<file path="src/rtl/irq_route_pkg.sv">
package irq_route_pkg;
  localparam int CPU_W        = 5;
  localparam int VEC_W        = 6;
  localparam int CPU_LSB      = 8;
  localparam int CTL_MASK_BIT = 2;
  localparam int CTL_CLR_BIT  = 1;

  typedef struct packed {
    logic [CPU_W-1:0] cpu;
    logic [VEC_W-1:0] vec;
  } route_t;

  typedef enum logic [1:0] {
    KIND_ROUTE = 2'd0,
    KIND_CTRL  = 2'd1,
    KIND_NONE  = 2'd2
  } reg_kind_e;
endpackage

</file>
<file path="src/rtl/irq_reg_decode.sv">
module irq_reg_decode
  import irq_route_pkg::*;
#(
  parameter int ADDR_W = 8,
  parameter int IDX_W  = 3
) (
  input  logic [ADDR_W-1:0] addr,
  output reg_kind_e         kind,
  output logic [IDX_W-1:0]  idx
);
  logic [ADDR_W-1:0] region;

  always_comb begin
    region = addr >> (IDX_W + 3);
    idx    = addr[IDX_W+2:3];
    if (region == ADDR_W'(0))      kind = KIND_ROUTE;
    else if (region == ADDR_W'(1)) kind = KIND_CTRL;
    else                           kind = KIND_NONE;
  end
endmodule

</file>
<file path="src/rtl/irq_dev_entry.sv">
module irq_dev_entry
  import irq_route_pkg::*;
(
  input  logic   clk,
  input  logic   rst_n,
  input  logic   route_we,
  input  logic   ctrl_we,
  input  route_t wr_route,
  input  logic   wr_mask,
  input  logic   wr_clr,
  input  logic   irq,
  output route_t route,
  output logic   mask,
  output logic   pend,
  output logic   accept
);
  route_t route_q, route_d;
  logic   mask_q, mask_d, pend_q, pend_d;
  logic   state_en;

  always_comb begin
    accept   = irq & ~mask_q;
    route_d  = wr_route;
    state_en = ctrl_we | accept;
    if (ctrl_we)     mask_d = wr_mask;
    else             mask_d = 1'b1;
    if (accept)      pend_d = 1'b1;
    else if (wr_clr) pend_d = 1'b0;
    else             pend_d = pend_q;
  end

  always_ff @(posedge clk or negedge rst_n) begin
    if (!rst_n) begin
      route_q <= '0;
      mask_q  <= 1'b1;
      pend_q  <= 1'b0;
    end else begin
      if (route_we) route_q <= route_d;
      if (state_en) begin
        mask_q <= mask_d;
        pend_q <= pend_d;
      end
    end
  end

  assign route = route_q;
  assign mask  = mask_q;
  assign pend  = pend_q;
endmodule

</file>
<file path="src/rtl/irq_post_arb.sv">
module irq_post_arb
  import irq_route_pkg::*;
#(
  parameter int NUM_DEV = 8,
  parameter int IDX_W   = 3
) (
  input  logic               clk,
  input  logic               rst_n,
  input  logic [NUM_DEV-1:0] accept,
  input  route_t             routes [NUM_DEV],
  output logic               post_valid,
  output route_t             post_route
);
  logic [NUM_DEV-1:0] held_q, held_d, req, grant;
  logic [IDX_W-1:0]   sel;
  logic               any_req;
  logic               valid_q;
  route_t             route_q;

  always_comb begin
    req     = held_q | accept;
    any_req = |req;
    sel     = '0;
    for (int i = NUM_DEV - 1; i >= 0; i--) begin
      if (req[i]) sel = IDX_W'(i);
    end
    grant  = any_req ? (NUM_DEV'(1) << sel) : '0;
    held_d = req & ~grant;
  end

  always_ff @(posedge clk or negedge rst_n) begin
    if (!rst_n) begin
      held_q  <= '0;
      valid_q <= 1'b0;
      route_q <= '0;
    end else begin
      held_q  <= held_d;
      valid_q <= any_req;
      if (any_req) route_q <= routes[sel];
    end
  end

  assign post_valid = valid_q;
  assign post_route = route_q;
endmodule

</file>
<file path="src/rtl/irq_route_ctrl.sv">
module irq_route_ctrl
  import irq_route_pkg::*;
#(
  parameter int NUM_DEV = 8,
  parameter int ADDR_W  = 8,
  parameter int DATA_W  = 64
) (
  input  logic               clk,
  input  logic               rst_n,
  input  logic               req_valid,
  input  logic               req_write,
  input  logic [ADDR_W-1:0]  req_addr,
  input  logic [DATA_W-1:0]  req_wdata,
  output logic               rsp_valid,
  output logic [DATA_W-1:0]  rsp_rdata,
  output logic               rsp_err,
  input  logic [NUM_DEV-1:0] dev_irq,
  output logic               post_valid,
  output logic [CPU_W-1:0]   post_cpu,
  output logic [VEC_W-1:0]   post_vec
);
  localparam int IDX_W = $clog2(NUM_DEV);

  logic [1:0]         rst_pipe;
  logic               rst_n_s;
  reg_kind_e          kind;
  logic [IDX_W-1:0]   idx;
  route_t             wr_route;
  route_t             routes [NUM_DEV];
  route_t             post_route;
  logic [NUM_DEV-1:0] route_we, ctrl_we, mask_vec, pend_vec, accept_vec;
  logic [DATA_W-1:0]  rdata_d, rdata_q;
  logic               valid_q, err_q, err_d;

  always_ff @(posedge clk or negedge rst_n) begin
    if (!rst_n) rst_pipe <= 2'b00;
    else        rst_pipe <= {rst_pipe[0], 1'b1};
  end
  assign rst_n_s = rst_pipe[1];

  irq_reg_decode #(.ADDR_W(ADDR_W), .IDX_W(IDX_W)) u_dec (
    .addr(req_addr), .kind(kind), .idx(idx)
  );

  assign wr_route.cpu = req_wdata[CPU_LSB +: CPU_W];
  assign wr_route.vec = req_wdata[VEC_W-1:0];

  for (genvar g = 0; g < NUM_DEV; g++) begin : g_dev
    assign route_we[g] = req_valid & req_write & (kind == KIND_ROUTE) & (idx == IDX_W'(g));
    assign ctrl_we[g]  = req_valid & req_write & (kind == KIND_CTRL)  & (idx == IDX_W'(g));
    irq_dev_entry u_entry (
      .clk(clk), .rst_n(rst_n_s),
      .route_we(route_we[g]), .ctrl_we(ctrl_we[g]),
      .wr_route(wr_route),
      .wr_mask(req_wdata[CTL_MASK_BIT]),
      .wr_clr(ctrl_we[g] & req_wdata[CTL_CLR_BIT]),
      .irq(dev_irq[g]),
      .route(routes[g]), .mask(mask_vec[g]), .pend(pend_vec[g]),
      .accept(accept_vec[g])
    );
  end

  irq_post_arb #(.NUM_DEV(NUM_DEV), .IDX_W(IDX_W)) u_arb (
    .clk(clk), .rst_n(rst_n_s), .accept(accept_vec), .routes(routes),
    .post_valid(post_valid), .post_route(post_route)
  );

  always_comb begin
    rdata_d = '0;
    err_d   = req_valid & (kind == KIND_NONE);
    if (req_valid && !req_write) begin
      case (kind)
        KIND_ROUTE: rdata_d = DATA_W'({routes[idx].cpu, 2'b00, routes[idx].vec});
        KIND_CTRL:  rdata_d = DATA_W'({mask_vec[idx], 1'b0, pend_vec[idx]});
        default:    rdata_d = '0;
      endcase
    end
  end

  always_ff @(posedge clk or negedge rst_n_s) begin
    if (!rst_n_s) begin
      valid_q <= 1'b0;
      err_q   <= 1'b0;
      rdata_q <= '0;
    end else begin
      valid_q <= req_valid;
      err_q   <= err_d;
      rdata_q <= rdata_d;
    end
  end

  assign rsp_valid = valid_q;
  assign rsp_err   = err_q;
  assign rsp_rdata = rdata_q;
  assign post_cpu  = post_route.cpu;
  assign post_vec  = post_route.vec;
endmodule

</file>
<file path="config.mk">
export PLATFORM = sky130hd
export DESIGN_NAME = irq_route_ctrl
export DESIGN_NICKNAME = d
export VERILOG_FILES = /design/src/rtl/irq_route_pkg.sv /design/src/rtl/irq_reg_decode.sv /design/src/rtl/irq_dev_entry.sv /design/src/rtl/irq_post_arb.sv /design/src/rtl/irq_route_ctrl.sv
export SDC_FILE = /design/constraint.sdc
export NUM_CORES = 1
export LEC_CHECK = 0
export BUFFER_PORTS_ARGS = -buffer_cell sky130_fd_sc_hd__buf_2
export CORE_AREA = 5 5 133 135
export CTS_CLUSTER_SIZE = 12
export DETAILED_ROUTE_END_ITERATION = 12
export DIE_AREA = 0 0 138 140
export PLACE_DENSITY = 0.75
export REMOVE_ABC_BUFFERS = 1
export SETUP_SLACK_MARGIN = 0.2
export SKIP_CTS_REPAIR_TIMING = 1
export SYNTH_ARGS = -nofsm -noshare
export SYNTH_HDL_FRONTEND = slang
export SYNTH_HIERARCHICAL = 1
export SYNTH_SLANG_ARGS = --single-unit
</file>
<file path="constraint.sdc">
create_clock -name clk -period 4.1 [get_ports clk]
set_input_delay 0.41 -clock clk [delete_from_list [all_inputs] [get_ports clk]]
set_output_delay 0.41 -clock clk [all_outputs]
set_load 0.02 [all_outputs]
</file>
**Word level (Yosys, flattened, before mapping)**

Cells that the tools add are included.

- Output and inout port bits: 78
- Register bits: 192
- Word-level logic and storage cells: 180

- Reduce and logical (&&, ||, !) cells: 22
- Muxes and demuxes: 47
- Shift operators: 1
- Equality and inequality tests: 10
- Magnitude comparators: 3
- Bitwise logic cells: 57

Operators with widths:

| cell | count |
|---|---|
| $bmux W11 S3 | 2 |
| $mux W64 | 1 |
| $mux W11 | 4 |
| $and A1 B1 Y1 | 36 |
| $mux W1 | 26 |
| $pmux W13 S2 | 1 |
| $mux W3 | 8 |
| $reduce_and A2 Y1 | 8 |
| $reduce_bool A2 Y1 | 8 |
| $eq A3 B3 Y1 const B | 4 |
| $and A8 B8 Y8 | 1 |
| $ge A4 B4 Y1 const B | 2 |
| $logic_not A8 Y1 | 1 |
| $mux W8 | 1 |
| $not A1 Y1 | 8 |
| $not A3 Y4 | 2 |
| $not A8 Y8 | 1 |
| $or A1 B1 Y1 | 8 |
| $or A8 B8 Y8 | 1 |
| $reduce_or A8 Y1 | 1 |
| $shl A1 B3 Y8 const A | 1 |
| $bmux W1 S3 | 2 |
| $eq A3 B2 Y1 const B | 2 |
| $eq A2 B1 Y1 const B | 2 |
| 8 further kinds | 9 |

**Logic depth before layout (Yosys ltp)**

Gate-level depths: netlist (run 1).

- Word-level depth: 15
- Gate-level depth with buffers: 8

**By module**

Netlist (run 1), hierarchy kept.

By module, submodules not included:

| module | cells an instance | sequential area each (um^2) | times used | area an instance (um^2) |
|---|---|---|---|---|
| irq_dev_entry | 31 | 326.6 | 8 | 529.3 |
| irq_post_arb | 216 | 500.5 | 1 | 1854.3 |
| irq_route_ctrl | 180 | 375.4 | 1 | 1840.5 |
| irq_reg_decode | 5 | 0.0 | 1 | 32.5 |

**Worst setup path after synthesis (run 1)**

OpenSTA, ideal clock, no wires.

- Path kind: input-to-reg
- Start: input port req_addr[5]
- End: register g_dev[4].u_entry.route_q, in the netlist g_dev[4].u_entry/route[0]
- Cell stages on the path: 7
- Data required time: 3975 ps
- Data arrival time: 1971 ps
- Path buffers: 4
- Library setup time: 125 ps
- Slack: 2004 ps
- Cells stage by stage: buf_4 buf_2 buf_1 nand4b_1 nor2_1 buf_6 mux2_4

- Longest elaborated chain between the ends: 2

Ends and longest elaborated chain:

| item | line | RTL |
|---|---|---|
| start, declared | irq_route_ctrl.sv:12 | `input logic [ADDR_W-1:0] req_addr,` |
| $eq A3 B3 Y1 | irq_route_ctrl.sv:49 | `assign route_we[g] = req_valid & req_write & (kind == KIND_ROUTE) & (idx == IDX_W'(g));` |
| $and A1 B1 Y1 | irq_route_ctrl.sv:49 |  |
| via route_we[4] | irq_route_ctrl.sv:31 | `logic [NUM_DEV-1:0] route_we, ctrl_we, mask_vec, pend_vec, accept_vec;` |
| end signal, assigned | irq_dev_entry.sv:38 | `if (route_we) route_q <= route_d;` |
| end, declared | irq_dev_entry.sv:17 | `route_t route_q, route_d;` |

The timed path passes the listed nets, and every way through them passes these cells.
A chain may end at the register's enable or synchronous reset.

**Worst setup path after layout (run 1)**

- Start: register g_dev[0].u_entry.mask_q
- End: register u_arb.route_q, in the netlist u_arb/post_route[10]

- Elaborated cells on any way between the ends: 9
- Those cells by class: 4 x mux; 4 x bitwise; 1 x reduce/logical

RTL lines:

| item | line | RTL |
|---|---|---|
| start, declared | irq_dev_entry.sv:18 | `logic mask_q, mask_d, pend_q, pend_d;` |
| start signal, assigned | irq_dev_entry.sv:40 | `mask_q <= mask_d;` |
| $not A1 Y1 | irq_dev_entry.sv:22 | `accept = irq & ~mask_q;` |
| $and A1 B1 Y1 | irq_dev_entry.sv:22 |  |
| via accept_vec[0] | irq_route_ctrl.sv:31 |  |
| $or A8 B8 Y8 | irq_post_arb.sv:21 | `req = held_q \| accept;` |
| $reduce_or A8 Y1 | irq_post_arb.sv:22 | `any_req = \|req;` |
| via u_arb.any_req | irq_post_arb.sv:16 | `logic any_req;` |
| end signal, assigned | irq_post_arb.sv:39 | `if (any_req) route_q <= routes[sel];` |
| end, declared | irq_post_arb.sv:18 | `route_t route_q;` |

The timed path passes the listed nets, and every way through them passes these cells. The select of a mux whose other input is x is not followed.

==> results.json, run 1 <==
{
  "first_pass_iters": 5,
  "path_class": "register to register",
  "status": "finished, final reports clean",
  "crit_required_ns": 4.40,
  "period_minus_slack_ns": 2.89,
  "diodes": 0,
  "ir_drop_mv": 0.403,
  "grt_pass1_wl_mm": 32.3,
  "synth_top_family_by_area": "multiplexers",
  "period_share": 0.706,
  "clock_power_share": 0.329,
  "synth_edf_count": 0,
  "intPower_mw": 3.14,
  "insertion_delay_ns": 0.43,
  "core-area_mm2": 0.0163,
  "ioPinCount": 162,
  "combPwrFrac": 0.284,
  "slew_viol_final": 0,
  "wirelength_mm": 21.0,
  "wl_per_cell_um": 22.5,
  "swShare": 0.330,
  "ys_warn_count": 6,
  "synth-async-reset-ratio": 1.00,
  "use_met3": 0.0535,
  "holdWs_ns": 0.140,
  "relSlewSlack": 0.308,
  "crit_path_end_kind": "register",
  "crit_slowest_cell": "nand3_1",
  "synth_top_cell_by_area": "dfrtp_1",
  "drive_gt1_frac": 0.346,
  "port_buffers": 52,
  "yosys-top-cells-area": "dfrtp_1, mux2_4, buf_4",
  "vias": 5512,
  "synth_simple_gate_area_share": 0.104,
  "synth-xor-area-share": 0,
  "vias_per_cell": 5.91,
  "fin_skew_ns": 0.00638,
  "overflow": 0,
  "dieArea_mm2": 0.0193,
  "synth_fa_ha_area_frac": 0,
  "post-route-drc-count": 0,
  "crit_buf_inv": 1,
  "busiest_layer": "met2",
  "hold_viol": 0,
  "p_leak_nw": 4.01,
  "root_buffer": "clkbuf_16",
  "dr.first_iter.drc_count": 392,
  "place_congestion": 0.834,
  "num_rows": 47,
  "synthToLayoutAreaGrowth_pct": 9.96,
  "synthCells": 649,
  "synth_seq_cells": 139,
  "clkSinkCount": 139,
  "grt_use_met1": 0.278,
  "grt_pass1_vias": 5636,
  "syn_avg_cell_area_um2": 12.3,
  "syn_area_mm2": 0.00796,
  "max_stage_delay_ns": 0.59,
  "start_kind": "register",
  "cts_buffers": 17,
  "power_mw": 4.69,
  "rsz0062_at_grt": "false",
  "fmax_mhz": 346,
  "p_sw_mw": 1.55,
  "crit_family": "simple AND/OR/NAND/NOR gates",
  "critical_path.cell_chain": "nor2b_1, nor4_4, buf_4, and3_1, nand3_1, o22ai_1, nor4_2",
  "worst_slack_ns": 1.21,
  "cp_max_fo": 15,
  "synth_compound_area_frac": 0.110,
  "synth_top_area_share": 0.412,
  "cts_buffer_depth": 2,
  "grt_use_total": 0.216,
  "ys_seq_area_frac": 0.438,
  "cts_tree": "yes",
  "seqPwrFrac": 0.388,
  "grt_max_degree": 76,
  "worst_pin_slew_ns": 1.04,
  "finalSetupViolations": 0,
  "power_density_mw_per_mm2": 536,
  "start_util": 0.487,
  "clkTransAtPathRegs_ns": 0.06,
  "crit_arrival_ns": 3.20,
  "die_w_um": 138,
  "synth.area.mux_share": 0.249,
  "final_nets": 784,
  "chipHeight_um": 140,
  "ant_nets": 0,
  "worstHoldPathType": "input port to register",
  "post-dp-hpwl_mm": 13.2,
  "cts_max_level": 4,
  "antenna_found_initial": 1,
  "pre_cts_ws_ns": 1.24,
  "synth_ff_type": "dfrtp_1",
  "maxCapViolations": 0,
  "ys_types": 51,
  "gr-usage-met2": 0.342
}
==> worst register-to-register path, delay by kind of cell, from the launching register on <==
kind	cells	cell delay [ns]
flops	1	0.54
buf+inv	1	0.29
compound gates	1	0.45
simple gates	5	1.48
==> logic make-up after synthesis <==
kind of cell | after synthesis
other | 3
AND/OR/NAND/NOR | 153
flip-flops | 139
AO/OA/AOI/OAI | 116
multiplexers | 125
buffers and inverters | 113
==> synthesized netlist by cell type, drive strengths merged, types with 2 or more instances <==
cell type and count:
dfrtp 131, mux2 88, buf 83, nor2 69
a211oi 49, nand2 25, mux4 24, inv 20
and3 18, o21ai 17, mux2i 13, nor2b 11
nor4 11, clkbuf 10, a21o 9, o22ai 9
a21oi 8, dfstp 8, a21boi 6, a22oi 5
nand2b 4, o311ai 4, or2 4, and2 3
conb 3, nand3 3, a221o 2, a22o 2
==> cells in the final DEF, fill, tap and decap left out, types with 10 or more instances in the layout <==
master and instances:
clkbuf_16 17, nor2b_1 11, mux2_4 80, mux4_2 19
buf_4 19, a211oi_2 10, buf_2 52, conb_1 55
inv_1 20, nand2_1 25, nor2_1 68, dfrtp_1 130
a211oi_1 39, o21ai_0 17, and3_1 18, mux2i_1 13
==> state kept, by name, indices dropped and copies added (netlist names) <==
signal               flops
g_dev.u_entry/mask       8
g_dev.u_entry/pend       8
rsp_valid                1
rst_pipe                 2
u_arb/held_q             8
rsp_err                  1
u_arb/post_valid         1
g_dev.u_entry/route     88
u_arb/post_route        11
rsp_rdata               11
==> path summary, 6_finish.rpt <==
| kind | slack, ns | start | cells past startpoint | to |
|---|---|---|---|---|
| worst min register to register | 0.35 | rst_pipe[0]$_DFF_PN0_ | 0 | rst_pipe[1]$_DFF_PN0_ |
| worst min-delay path | 0.14 | req_valid | 1 | rsp_valid$_DFF_PN0_ |
| max in group asynchronous | 2.66 | rst_pipe[1]$_DFF_PN0_ | 1 | g_dev[5].u_entry/mask$_DFFE_PN1P_ |
| worst max register to register | 1.21 | g_dev[0].u_entry/mask$_DFFE_PN1P_ | 7 | u_arb/post_route[10]$_DFFE_PN0P_ |
| min in group asynchronous | 0.29 | rst_n | 2 | rst_pipe[1]$_DFF_PN0_ |
| worst max-delay path | 1.21 | g_dev[0].u_entry/mask$_DFFE_PN1P_ | 7 | u_arb/post_route[10]$_DFFE_PN0P_ |
==> area by class of cell <==
type | instances | area [um2]
clock buffers | 24 | 462
repair buffers | 73 | 433
clock inverters | 8 | 118
flip-flops and latches | 139 | 3490
inverters | 20 | 75.1
well taps | 220 | 275
fillers | 1399 | 7590
multi-input cells | 449 | 3900
==> metrics by stage <==
stage | instances | utilization | area [um2] | setup TNS, ns
after CTS | 932 | 0.535 | 8740 | 0
after floorplan | 608 | - | 7450 | -5.87
final | 933 | 0.536 | 8750 | 0
after global routing | 933 | 0.536 | 8750 | 0
after detailed placement | 900 | 0.499 | 8170 | 0
after global placement | 900 | 0.499 | 8170 | 0
==> power groups by stage <==
stage               sequential, mW  clock, mW  combinational [mW]
floorplan                     1.85          0               0.824
global placement              1.81          0                1.26
detailed placement            1.83          0                1.30
CTS                           1.81       1.56                1.31
global route                  1.84       1.62                1.40
finish                        1.82       1.54                1.33
==> routing by layer <==
layer,wire length (um),part of all wire,up-vias
met2,9900,0.47,305
met5,13,0.00062,-
li1,-,-,2334
met3,1700,0.081,68
met1,8660,0.41,2803
met4,763,0.036,2
Power figures use the tool's default switching activity.
==> run 2: changes to the inputs <==
clock period = 2.4 ns   (was 4.1 ns; I/O delays follow)
==> run 2 against run 1 <==
Effect of this change: combinational power grew 98%; critical path depth is the same; global-route usage grew 0.055 points; hold slack lost 0.052 ns; total power grew 77%; clock power grew 67%; utilization grew 2.3 points; die area is the same; non-clock buffer count grew 30; sequential power grew 70%; critical path type unchanged; critical endpoint is now u_arb/post_route[7]$_DFFE_PN0P_; largest power group unchanged.
==> results.json, run 2 (synthesized netlist as in run 1, its figures left out) <==
{
  "num_rows": 47,
  "crit_family": "simple AND/OR/NAND/NOR gates",
  "worst_pin_slew_ns": 0.629,
  "final_util": 0.558,
  "diodes": 0,
  "first_pass_iters": 5,
  "crit_path_end_kind": "register",
  "post-route-drc-count": 0,
  "r2r_end": "u_arb/post_route[7]$_DFFE_PN0P_",
  "maxCapViolations": 0,
  "p_sw_mw": 2.74,
  "p_leak_nw": 4.21,
  "dpl_cell_area_mm2": 0.00834,
  "largest_register_ffs": 88,
  "grt_use_total": 0.217,
  "fin_skew_ns": 0.00725,
  "dp_cells": 918,
  "path_class": "register to register",
  "max_stage_delay_ns": 0.56,
  "rrSetupSlack_ns": 0.06,
  "status": "finished, final reports clean",
  "critical_path.cell_chain": "nor2b_4, or4_4, nor3_4, a21o_4, buf_12, a211oi_4, o311ai_2",
  "wl_per_cell_um": 22.5,
  "fill_cells": 1363,
  "start_util": 0.487,
  "drive_gt1_frac": 0.394,
  "ioPinCount": 162,
  "endpoint": "u_arb/post_route[7]$_DFFE_PN0P_",
  "cts_buffers": 17,
  "insertion_delay_ns": 0.42,
  "cp.depth": 7,
  "power_mw": 8.31,
  "combPwrFrac": 0.318,
  "place_congestion": 0.847,
  "chipHeight_um": 140,
  "crit_slowest_cell": "dfstp_2",
  "clkTransAtPathRegs_ns": 0.06,
  "fmax_mhz": 427,
  "dieArea_mm2": 0.0193,
  "grt_pass1_vias": 5783,
  "final_cell_count_no_fill": 963,
  "port_buffers": 52,
  "slew_viol_final": 0,
  "ant_nets": 0,
  "hold_viol": 0,
  "root_buffer": "clkbuf_16",
  "relSlewSlack": 0.580,
  "intPower_mw": 5.58,
  "dr.first_iter.drc_count": 550,
  "crit_required_ns": 2.70,
  "reg2reg_depth": 7,
  "seqPwrFrac": 0.373,
  "antenna_found_initial": 1,
  "cp_max_fo": 6,
  "start_kind": "register",
  "crit_buf_inv": 1,
  "cp-startpoint": "g_dev[0].u_entry/mask$_DFFE_PN1P_",
  "worstHoldPathType": "input port to register",
  "wirelength_mm": 21.6,
  "die_w_um": 138,
  "final_cell_mix": "dfrtp_1, mux2_4, nor2_1, conb_1, buf_2",
  "cts_tree": "yes",
  "finalSetupViolations": 0,
  "synthToLayoutAreaGrowth_pct": 14.6,
  "swShare": 0.329,
  "period_minus_slack_ns": 2.34,
  "clock_power_share": 0.309,
  "power_density_mw_per_mm2": 911,
  "grt_pass1_wl_mm": 32.5,
  "period_share": 0.975,
  "post-dp-hpwl_mm": 13.9,
  "fin_area_mm2": 0.00913,
  "r2r_start": "g_dev[0].u_entry/mask$_DFFE_PN1P_",
  "cts_buffer_depth": 2,
  "rsz0062_at_grt": "true",
  "grt_max_degree": 79,
  "final_common_cell": "dfrtp_1",
  "crit_arrival_ns": 2.64,
  "clkSinkCount": 139,
  "final_nets": 814,
  "vias_per_cell": 5.87,
  "overflow": 0,
  "core-area_mm2": 0.0163,
  "ir_drop_mv": 0.558,
  "cts_max_level": 4,
  "vias": 5651
}
-- run 2: cell count changes in the layout (fill, tap and decap cells not counted), sizes merged --
cell / delta
bufinv: -2
clkinvlp: -1
clkbuf: +2
dlygate4sd3: +1
buf: +28
clkinv: +2
-- run 2: how the worst min path moves through the flow --
| stage | end | slack (ns) | from | cells after the start |
|---|---|---|---|---|
| floorplan | rst_pipe[0]$_DFF_PN0_ | -0.06 | rst_n | 0 |
| global placement | rst_pipe[0]$_DFF_PN0_ | 0.03 | rst_n | 1 |
| detailed placement | rst_pipe[0]$_DFF_PN0_ | 0.03 | rst_n | 1 |
| CTS | rst_pipe[1]$_DFF_PN0_ | -0.42 | rst_n | 1 |
| global route | g_dev[5].u_entry/mask$_DFFE_PN1P_ | 0.09 | dev_irq[5] | 3 |
| finish | g_dev[2].u_entry/mask$_DFFE_PN1P_ | 0.09 | dev_irq[2] | 3 |
-- run 2: worst register-to-register path, cell delays in order (launching register included) --
cell and delay [ns]:
dfstp_2 0.56, nor2b_4 0.07, or4_4 0.52, nor3_4 0.30, a21o_4 0.23, buf_12 0.14, a211oi_4 0.06, o311ai_2 0.34
-- run 2: layer usage --
layer	share of wire	global-route usage
met5	0.00032	0
met1	0.39	0.275
met2	0.47	0.348
met4	0.035	0.0879
met3	0.098	0.0675
-- run 2: layout make-up --
class                           count  area, um2  area share
Timing Repair Buffer              103        723      0.0792
Sequential cell                   139       3490       0.383
Tap cell                          220        275      0.0302
Inverter                           20       75.1     0.00823
Clock inverter                      7       60.1     0.00658
Clock buffer                       25        526      0.0576
Multi-Input combinational cell    449       3980       0.436
-- run 2: stage by stage --
stage | setup TNS, ns | hold slack, ns | setup slack [ns]
2_1_floorplan | -233.96 | -0.0556 | -1.75
3_3_place_gp | 0 | 0.0260 | 0.212
3_5_place_dp | 0 | 0.0275 | 0.145
5_1_grt | -0.0277 | 0.0888 | -0.0277
6_report | 0 | 0.0884 | 0.0594
4_1_cts | 0 | -0.417 | 0.0682
-- run 2: power by group through the flow --
| stage | combinational, mW | clock [mW] | sequential (mW) |
|---|---|---|---|
| after floorplan | 1.41 | 0 | 3.16 |
| after global placement | 2.29 | 0 | 3.08 |
| after detailed placement | 2.36 | 0 | 3.12 |
| after CTS | 2.38 | 2.60 | 3.08 |
| after global routing | 2.77 | 2.71 | 3.14 |
| final | 2.64 | 2.57 | 3.10 |
